--- src/rtl/pwm_phase_pkg.sv ---
package pwm_phase_pkg;
  typedef enum logic [1:0] {
    OM_COMPL    = 2'b00,
    OM_INDEP    = 2'b01,
    OM_PUSHPULL = 2'b10,
    OM_RSVD     = 2'b11
  } out_mode_e;
endpackage

--- src/rtl/pwm_master_tb.sv ---
module pwm_master_tb #(
  parameter int CNT_W = 13
) (
  input  logic             clk_i,
  input  logic             rst_ni,
  input  logic             en_i,
  input  logic             wr_per_i,
  input  logic [CNT_W-1:0] per_i,
  input  logic             imm_per_i,
  output logic [CNT_W-1:0] per_act_o,
  output logic             roll_o
);
  logic [CNT_W-1:0] cnt_q, per_sh_q, per_act_q;

  assign roll_o    = en_i && (cnt_q == per_act_q);
  assign per_act_o = per_act_q;

  always_ff @(posedge clk_i or negedge rst_ni) begin
    if (!rst_ni) begin
      cnt_q     <= '0;
      per_sh_q  <= '0;
      per_act_q <= '0;
    end else begin
      if (wr_per_i) per_sh_q <= per_i;
      if (wr_per_i && imm_per_i)   per_act_q <= per_i;
      else if (!en_i || roll_o)    per_act_q <= per_sh_q;
      cnt_q <= (!en_i || roll_o) ? '0 : cnt_q + 1'b1;
    end
  end
endmodule

--- src/rtl/pwm_chan_cnt.sv ---
module pwm_chan_cnt #(
  parameter int CNT_W = 13
) (
  input  logic             clk_i,
  input  logic             rst_ni,
  input  logic             en_i,
  input  logic             itb_i,
  input  logic             mroll_i,
  input  logic [CNT_W-1:0] mper_i,
  input  logic             wr_ph_i,
  input  logic [CNT_W-1:0] ph_i,
  output logic [CNT_W-1:0] cnt_o,
  output logic             roll_o
);
  logic [CNT_W-1:0] cnt_q, ph_sh_q, ph_act_q, ph_clamp, wrap_at;

  assign wrap_at  = itb_i ? ph_act_q : mper_i;
  assign roll_o   = en_i && (cnt_q == wrap_at);
  assign ph_clamp = (ph_act_q > mper_i) ? mper_i : ph_act_q;
  assign cnt_o    = cnt_q;

  always_ff @(posedge clk_i or negedge rst_ni) begin
    if (!rst_ni) begin
      cnt_q    <= '0;
      ph_sh_q  <= '0;
      ph_act_q <= '0;
    end else begin
      if (wr_ph_i) ph_sh_q <= ph_i;
      if (!en_i || roll_o) ph_act_q <= ph_sh_q;
      if (!en_i)                cnt_q <= '0;
      else if (!itb_i && mroll_i) cnt_q <= ph_clamp;  // phase reload wins
      else if (roll_o)          cnt_q <= '0;
      else                      cnt_q <= cnt_q + 1'b1;
    end
  end
endmodule

--- src/rtl/pwm_out_fmt.sv ---
module pwm_out_fmt
  import pwm_phase_pkg::*;
#(
  parameter int CNT_W  = 13,
  parameter int DUTY_W = 16
) (
  input  logic              clk_i,
  input  logic              rst_ni,
  input  logic              en_i,
  input  logic [CNT_W-1:0]  cnt_i,
  input  logic              roll_i,
  input  logic [1:0]        mode_i,
  input  logic              mdc_sel_i,
  input  logic              imm_duty_i,
  input  logic              wr_pdc_i,
  input  logic [DUTY_W-1:0] pdc_i,
  input  logic              wr_mdc_i,
  input  logic [DUTY_W-1:0] mdc_i,
  output logic              hi_o,
  output logic              lo_o
);
  localparam int FRAC_W = DUTY_W - CNT_W;

  logic [DUTY_W-1:0] pdc_q, mdc_q, duty_act_q, duty_src, duty_eff;
  logic              pp_q, raw, duty_unused;
  out_mode_e         mode;

  assign duty_src    = mdc_sel_i ? mdc_q : pdc_q;
  assign duty_eff    = imm_duty_i ? duty_src : duty_act_q;
  assign duty_unused = ^duty_eff[FRAC_W-1:0];
  assign raw         = en_i && (cnt_i <= duty_eff[DUTY_W-1:FRAC_W]);
  assign mode        = out_mode_e'(mode_i);

  always_ff @(posedge clk_i or negedge rst_ni) begin
    if (!rst_ni) begin
      pdc_q      <= '0;
      mdc_q      <= '0;
      duty_act_q <= '0;
      pp_q       <= 1'b0;
    end else begin
      if (wr_pdc_i) pdc_q <= pdc_i;
      if (wr_mdc_i) mdc_q <= mdc_i;
      if (!en_i || roll_i) duty_act_q <= duty_src;
      if (!en_i)       pp_q <= 1'b0;
      else if (roll_i) pp_q <= ~pp_q;
    end
  end

  always_comb begin
    hi_o = 1'b0;
    lo_o = 1'b0;
    if (en_i) begin
      unique case (mode)
        OM_COMPL:    begin hi_o = raw;          lo_o = ~raw;        end
        OM_INDEP:    begin hi_o = raw;          lo_o = raw;         end
        OM_PUSHPULL: begin hi_o = raw && !pp_q; lo_o = raw && pp_q; end
        default:     begin hi_o = 1'b0;         lo_o = 1'b0;        end
      endcase
    end
  end
endmodule

--- src/rtl/pwm_phase_gen.sv ---
module pwm_phase_gen #(
  parameter int CNT_W  = 13,
  parameter int DUTY_W = 16
) (
  input  logic              clk_i,
  input  logic              rst_ni,
  input  logic              en_i,
  input  logic              wr_mper_i,
  input  logic [CNT_W-1:0]  mper_i,
  input  logic              imm_per_i,
  input  logic              wr_mdc_i,
  input  logic [DUTY_W-1:0] mdc_i,
  input  logic              wr_pdc_i,
  input  logic [DUTY_W-1:0] pdc_i,
  input  logic              wr_ph_i,
  input  logic [CNT_W-1:0]  ph_i,
  input  logic              mdc_sel_i,
  input  logic              itb_i,
  input  logic              imm_duty_i,
  input  logic [1:0]        mode_i,
  output logic              pwm_hi_o,
  output logic              pwm_lo_o,
  output logic [CNT_W-1:0]  ch_cnt_o,
  output logic              mst_roll_o
);
  logic [CNT_W-1:0] mper_act;
  logic             mroll, croll;

  pwm_master_tb #(.CNT_W(CNT_W)) u_master (
    .clk_i, .rst_ni, .en_i,
    .wr_per_i(wr_mper_i), .per_i(mper_i), .imm_per_i,
    .per_act_o(mper_act), .roll_o(mroll)
  );

  pwm_chan_cnt #(.CNT_W(CNT_W)) u_chan (
    .clk_i, .rst_ni, .en_i, .itb_i,
    .mroll_i(mroll), .mper_i(mper_act),
    .wr_ph_i, .ph_i,
    .cnt_o(ch_cnt_o), .roll_o(croll)
  );

  pwm_out_fmt #(.CNT_W(CNT_W), .DUTY_W(DUTY_W)) u_fmt (
    .clk_i, .rst_ni, .en_i,
    .cnt_i(ch_cnt_o), .roll_i(croll),
    .mode_i, .mdc_sel_i, .imm_duty_i,
    .wr_pdc_i, .pdc_i, .wr_mdc_i, .mdc_i,
    .hi_o(pwm_hi_o), .lo_o(pwm_lo_o)
  );

  assign mst_roll_o = mroll;
endmodule

--- config.mk ---
export PLATFORM = sky130hd
export DESIGN_NAME = pwm_phase_gen
export DESIGN_NICKNAME = d
export VERILOG_FILES = /design/src/rtl/pwm_phase_pkg.sv /design/src/rtl/pwm_master_tb.sv /design/src/rtl/pwm_chan_cnt.sv /design/src/rtl/pwm_out_fmt.sv /design/src/rtl/pwm_phase_gen.sv
export SDC_FILE = /design/constraint.sdc
export NUM_CORES = 1
export LEC_CHECK = 0
export CAP_MARGIN = 20
export CELL_PAD_IN_SITES_DETAIL_PLACEMENT = 1
export CELL_PAD_IN_SITES_GLOBAL_PLACEMENT = 1
export CORE_ASPECT_RATIO = 1.75
export CORE_MARGIN = 1
export CORE_UTILIZATION = 48
export CTS_BUF_LIST = sky130_fd_sc_hd__clkbuf_8 sky130_fd_sc_hd__clkbuf_16
export DETAILED_ROUTE_END_ITERATION = 10
export GPL_ROUTABILITY_DRIVEN = 0
export HOLD_SLACK_MARGIN = 0.06
export PLACE_DENSITY_LB_ADDON = 0.2
export SYNTH_ARGS = -nofsm -noshare
export SYNTH_HDL_FRONTEND = slang
export SYNTH_SLANG_ARGS = --single-unit
--- constraint.sdc ---
create_clock -name clk_i -period 15 [get_ports clk_i]
set_input_delay 4.5 -clock clk_i [delete_from_list [all_inputs] [get_ports clk_i]]
set_output_delay 4.5 -clock clk_i [all_outputs]
set_load 0.005 [all_outputs]
==> impl_metrics.toml, run 1 <==
[status]
status = "finished, final reports clean"

[min_path]
hp-class = "flip-flop to flip-flop"

[final_layout]
layout_commonest_cell = "dfrtp_1"
diodes = 0
layout-drive-gt1-share = 0.158
layout_common_cells = "dfrtp_1, clkdlybuf4s50_1, mux2i_1"
area_delta_synth_final_pct = 24.3
layout.nets = 734
nFillCells = 1352

[drt]
wl_met1_mm = 6.43
dr.pass1.iters = 4
vias_per_cell = 5.72
drc_errors = 0
wl_met3_um = 558
drtIter0Drc = 131
antenna_left = 0
wire_per_inst_um = 21.6
highest_layer = "met4"
drt-total-wl_mm = 17.6
wl_met2_mm = 9.93
dr_total_vias = 4677

[floorplan]
die_h_um = 154
io_pins = 87
die_area_mm2 = 0.0137
die_w_um = 89.0
initial_core_util = 0.491
core-area_mm2 = 0.0129
num_rows = 55

[logic_synthesis]
synth_area_mm2 = 0.00635
synth_area_per_cell_um2 = 11.5
syn_nets = 653
syn_inst = 554
synth_edf_count = 0
async_flop_share = 1.00
ys_types = 40
synth_ff_type = "dfrtp_1"
ys_ff_latch = 118
yosys_warnings = 0
ys_seq_area_frac = 0.465

[clocking]
cts-root-buf = "clkbuf_16"
post_cts_buffers = 0
clk_latency_ns = 0.42
cts_resized = 0
cts_buffers = 17
cts_tree = "built"
clkSinkCount = 118
cts_hold_buf = 0
clk_pin_slew_ns = 0.06
htreeDepth = 4
clock_path_buffers = 2

[timing]
skew_ns = 0.00823
tightest_slew_ns = 1.02
finalSetupTns_ns = 0
slew_headroom = 0.318
fin_crit_ns = 13.22
hold_viol_final = 0
fmax_ghz = 0.0756
setup_slack_ns = 1.78
rsz0062_at_grt = "false"
setup_viol = 0
maxSlewViolCount = 0
finalCritPeriodShare = 0.881

[critical_path]
crit_family = "compound AO/OA/AOI/OAI gates"
cp-start-kind = "input port"
r2r_setup_slack_ns = 12.17
cp.required_ns = 10.50
crit_end = "pwm_lo_o"
worstReg2RegStart = "u_master.per_act_o[10]"
r2r_cells = 7
crit_type = "input port to output pin"
critPathLaunch = "mdc_sel_i"
cp_max_fo = 13
arrival_ns = 8.72
cp_cell_sequence = "clkdlybuf4s50_1 > mux2i_1 > nand2_1 > o21ai_0 > ha_1 > a21o_1 > a21o_1 > a211o_1 > a2111oi_0 > o21ai_0 > a21oi_1 > clkdlybuf4s50_1"
setup.worst_path.end_class = "output pin"
crit_cells = 12
cp_slowest_cell = "clkdlybuf4s50_1"
r2r_end = "u_chan.cnt_o[0]"
cp_num_buf_inv = 2
slowest_delay_ns = 1.04

[place]
portBuffers = 80
pre_cts_ws_ns = 1.71
dp_hpwl_mm = 11.9

[run]
maxCapViolCount = 0

[power_and_ir_drop]
finalPower_uw = 995
p_per_area_mw_per_mm2 = 126
leakage_uw = 0.00361
vdd.ir_drop.worst_uv = 71.8

[global_route]
overflow = 0
grt_pass1_wl_mm = 28.4
grt_pass1_vias = 5446
grt_use_total = 0.280
grt_max_degree = 79
antenna_found_initial = 0
worst min-delay path by stage:
stage                                     from                    to  cells past startpoint
final                        u_chan.ph_sh_q[2]    u_chan.ph_act_q[2]                      1
after detailed placement     u_chan.ph_sh_q[2]    u_chan.ph_act_q[2]                      1
after CTS                    u_chan.ph_sh_q[2]    u_chan.ph_act_q[2]                      1
after global routing      u_master.per_sh_q[7]  u_master.per_sh_q[7]                      1
after floorplan              u_chan.ph_sh_q[4]    u_chan.ph_act_q[4]                      1
after global placement       u_chan.ph_sh_q[4]    u_chan.ph_act_q[4]                      1
per-stage QoR:
stage | utilization | instances | instance area [um^2] | hold WS, ns
5_1_grt | 0.611 | 818 | 7900 | 0.523
3_5_place_dp | 0.562 | 787 | 7270 | 0.493
4_1_cts | 0.611 | 818 | 7900 | 0.503
3_3_place_gp | 0.562 | 787 | 7270 | 0.489
6_report | 0.611 | 818 | 7900 | 0.501
2_1_floorplan | - | 554 | 6350 | 0.477
sequential cells by signal, summed over array words and instances, names as in the netlist:
signal              flops
u_chan.cnt_o           13
u_chan.ph_act_q        13
u_chan.ph_sh_q         13
u_fmt.duty_act_q       13
u_fmt.mdc_q            13
u_fmt.pdc_q            13
u_fmt.pp_q              1
u_master.cnt_q         13
u_master.per_act_o     13
u_master.per_sh_q      13
cell families (layout without fill, tap and decap cells):
kind of cell,after synthesis,in the layout,synth area share
flops,118,118,0.465
fa+ha+maj,28,28,0.0551
mux,129,129,0.223
xor+xnor,47,47,0.0648
simple gates,107,107,0.0870
buf+inv,54,147,0.0388
compound gates,71,71,0.0670
final cells by class:
type | instances | area [um^2] | share of cell area
tap | 171 | 214 | 0.0271
clock buffer | 18 | 439 | 0.0556
multi-input combinational | 382 | 3150 | 0.399
clock inverter | 13 | 190 | 0.0241
sequential | 118 | 2950 | 0.374
timing repair buffer | 84 | 828 | 0.105
inverter | 32 | 120 | 0.0152
metal layers:
layer,vias up,track usage
li1,2126,-
met1,2380,0.287
met2,119,0.518
met3,52,0.0560
met4,0,0.141
met5,-,0
Yosys cell counts (all sizes together) (3+ instances only):
cell type | instances | area (um^2)
clkbuf | 7 | 26.3
inv | 32 | 120
a21o | 4 | 30.0
and3 | 3 | 18.8
xnor2 | 21 | 184
nor4 | 6 | 58.8
mux2 | 65 | 773
dfrtp | 118 | 2950
nand4 | 11 | 68.8
o21ai | 38 | 194
nor3 | 3 | 20.0
a21oi | 13 | 65.1
nand2 | 33 | 124
xor2 | 26 | 228
mux2i | 64 | 641
nand3 | 21 | 105
and4 | 5 | 43.8
nor2 | 18 | 67.6
buf | 15 | 100
ha | 28 | 350
o22ai | 7 | 43.8
power by group:
| group | total, uW | internal (uW) | switching [uW] |
|---|---|---|---|
| registers | 386 | 351 | 35.1 |
| logic | 170 | 85.3 | 84.6 |
| clock network | 439 | 295 | 145 |
Power figures use the tool's default switching activity.
==> run 2: changes to the inputs <==
- RECOVER_POWER: unset -> 100
==> run 2 against run 1 <==
Effect of this change:
- the run now ends with capacitance limit, slew limit left
- flip-flop and latch count stayed put
- combinational power shrank 4%
- setup slack got worse by 0.13 ns
- sequential power is essentially flat
- register-to-register slack lost 1.7 ns
- first-iteration DRC count up 24%
- total power down 0.61%
- die area unchanged
- count of clock-buffer cells in the layout stayed put
- sequential share of layout area is 0.41 points higher
- design area shrank 1.1%
==> impl_metrics.toml, run 2 (synthesized netlist as in run 1, its figures left out) <==
[status]
status = "finished, violations left"
failed_checks = "capacitance limit, slew limit"

[clocking]
htreeDepth = 4
cts_hold_buf = 0
clk_pin_slew_ns = 0.05
cts_tree = "built"
cts_resized = 0
clock_path_buffers = 2
cts-root-buf = "clkbuf_16"
post_cts_buffers = 0
cts_buffers = 17
clk_latency_ns = 0.42
clkSinkCount = 118

[final_layout]
layout-drive-gt1-share = 0.128
layout_common_cells = "dfrtp_1, mux2i_1, clkdlybuf4s50_1"
stdcell_area_mm2 = 0.00781
diodes = 0
layout.nets = 734
nFillCells = 1363
multi_input_area_mm2 = 0.00308
seqCellArea_mm2 = 0.00295
layout_commonest_cell = "dfrtp_1"
area_delta_synth_final_pct = 23.0
finalNonFillerCells = 818

[power_and_ir_drop]
switching_share = 0.266
leakage_uw = 0.00360
comb_power_share = 0.165
vdd.ir_drop.worst_uv = 72.9
finalPower_uw = 989
netSwitchingPower_uw = 263
pwr-share-seq = 0.390
p_clk_frac = 0.445
p_int_uw = 726
p_per_area_mw_per_mm2 = 127

[timing]
slew_headroom = -1.82
hold_viol_final = 0
setup_viol = 0
finalCritPeriodShare = 0.890
finalSetupTns_ns = 0
tightest_slew_ns = 4.23
fmax_ghz = 0.0749
rsz0062_at_grt = "false"
skew_ns = 0.00897
fin_crit_ns = 13.35
maxSlewViolCount = 145

[global_route]
grt_pass1_wl_mm = 28.4
busiest_layer = "met2"
use_met3 = 0.0560
use_met1 = 0.287
grt_use_total = 0.280
antenna_found_initial = 0
grt_max_degree = 79
grt_pass1_vias = 5446
overflow = 0
gr-usage-met2 = 0.518

[min_path]
hp-start = "u_chan.ph_sh_q[2]"
hp-class = "flip-flop to flip-flop"
hold_depth = 1
hold_path_end = "u_chan.ph_act_q[2]"

[critical_path]
crit_type = "input port to output pin"
arrival_ns = 8.85
r2r_end = "u_chan.cnt_o[0]"
worstReg2RegStart = "u_master.per_act_o[10]"
r2r_setup_slack_ns = 10.49
cp.required_ns = 10.50
cp-start-kind = "input port"
cp_max_fo = 13
r2r_cells = 7
setup.worst_path.end_class = "output pin"

[drt]
drc_errors = 0
wire_per_inst_um = 21.6
dr_total_vias = 4697
dr.pass1.iters = 4
drt-total-wl_mm = 17.6
antenna_left = 0
vias_per_cell = 5.74
drtIter0Drc = 162

[place]
dp_hpwl_mm = 11.9
portBuffers = 80
place_area_mm2 = 0.00727
dp.cells = 787

[run]
maxCapViolCount = 4

[floorplan]
num_rows = 55
io_pins = 87
die_w_um = 89.0
initial_core_util = 0.491
core-area_mm2 = 0.0129
die_area_mm2 = 0.0137
die_h_um = 154
-- run 2: cell types whose count changed in the layout (fill, tap and decap cells not counted), sizes merged --
cell           previous run  this run
clkdlybuf4s50            79        57
buf                       5         1
clkbuf                   18        22
dlygate4sd3               0        22
-- run 2: metal layers --
metal  wire length [um]  up-vias
met5                  0        -
met1               6410     2397
met3                585       56
met2               9900      118
li1                   -     2126
met4                734        0
-- run 2: cell type report --
| cell class | instances | share of cell area |
|---|---|---|
| sequential | 118 | 0.378 |
| clock inverter | 13 | 0.0243 |
| timing repair buffer | 84 | 0.104 |
| multi-input combinational | 382 | 0.395 |
| tap | 171 | 0.0274 |
| clock buffer | 18 | 0.0562 |
| inverter | 32 | 0.0154 |
-- run 2: worst max-delay path, cell delays in order --
cell,delay [ns]
dlygate4sd3_1,1.11
mux2i_1,0.34
nand2_1,0.08
o21ai_0,0.17
ha_1,0.33
a21o_1,0.17
a21o_1,0.17
a211o_1,0.28
a2111oi_0,0.75
o21ai_0,0.20
a21oi_1,0.16
dlygate4sd3_1,0.58
-- run 2: how the worst max path moves through the flow --
stage / from / to / slack (ns) / cells past startpoint
2_1_floorplan: mdc_sel_i / pwm_lo_o / 3.24 / 12
3_3_place_gp: mdc_sel_i / pwm_lo_o / 1.79 / 12
3_5_place_dp: mdc_sel_i / pwm_lo_o / 1.71 / 12
4_1_cts: mdc_sel_i / pwm_lo_o / 1.75 / 12
5_1_grt: mdc_sel_i / pwm_lo_o / 1.40 / 12
6_report: mdc_sel_i / pwm_lo_o / 1.65 / 12
-- run 2: per-stage QoR --
step / utilization / hold slack [ns] / setup WS (ns)
2_1_floorplan: - / 0.477 / 3.24
3_3_place_gp: 0.562 / 0.489 / 1.79
3_5_place_dp: 0.562 / 0.493 / 1.71
4_1_cts: 0.611 / 0.503 / 1.75
5_1_grt: 0.604 / 0.517 / 1.40
6_report: 0.604 / 0.488 / 1.65
-- run 2: power groups by stage --
stage	logic [uW]	clock network (uW)	registers, uW
6_report	163	440	385
2_1_floorplan	113	0	375
5_1_grt	181	458	389
3_3_place_gp	155	0	386
3_5_place_dp	165	0	390
4_1_cts	173	445	386
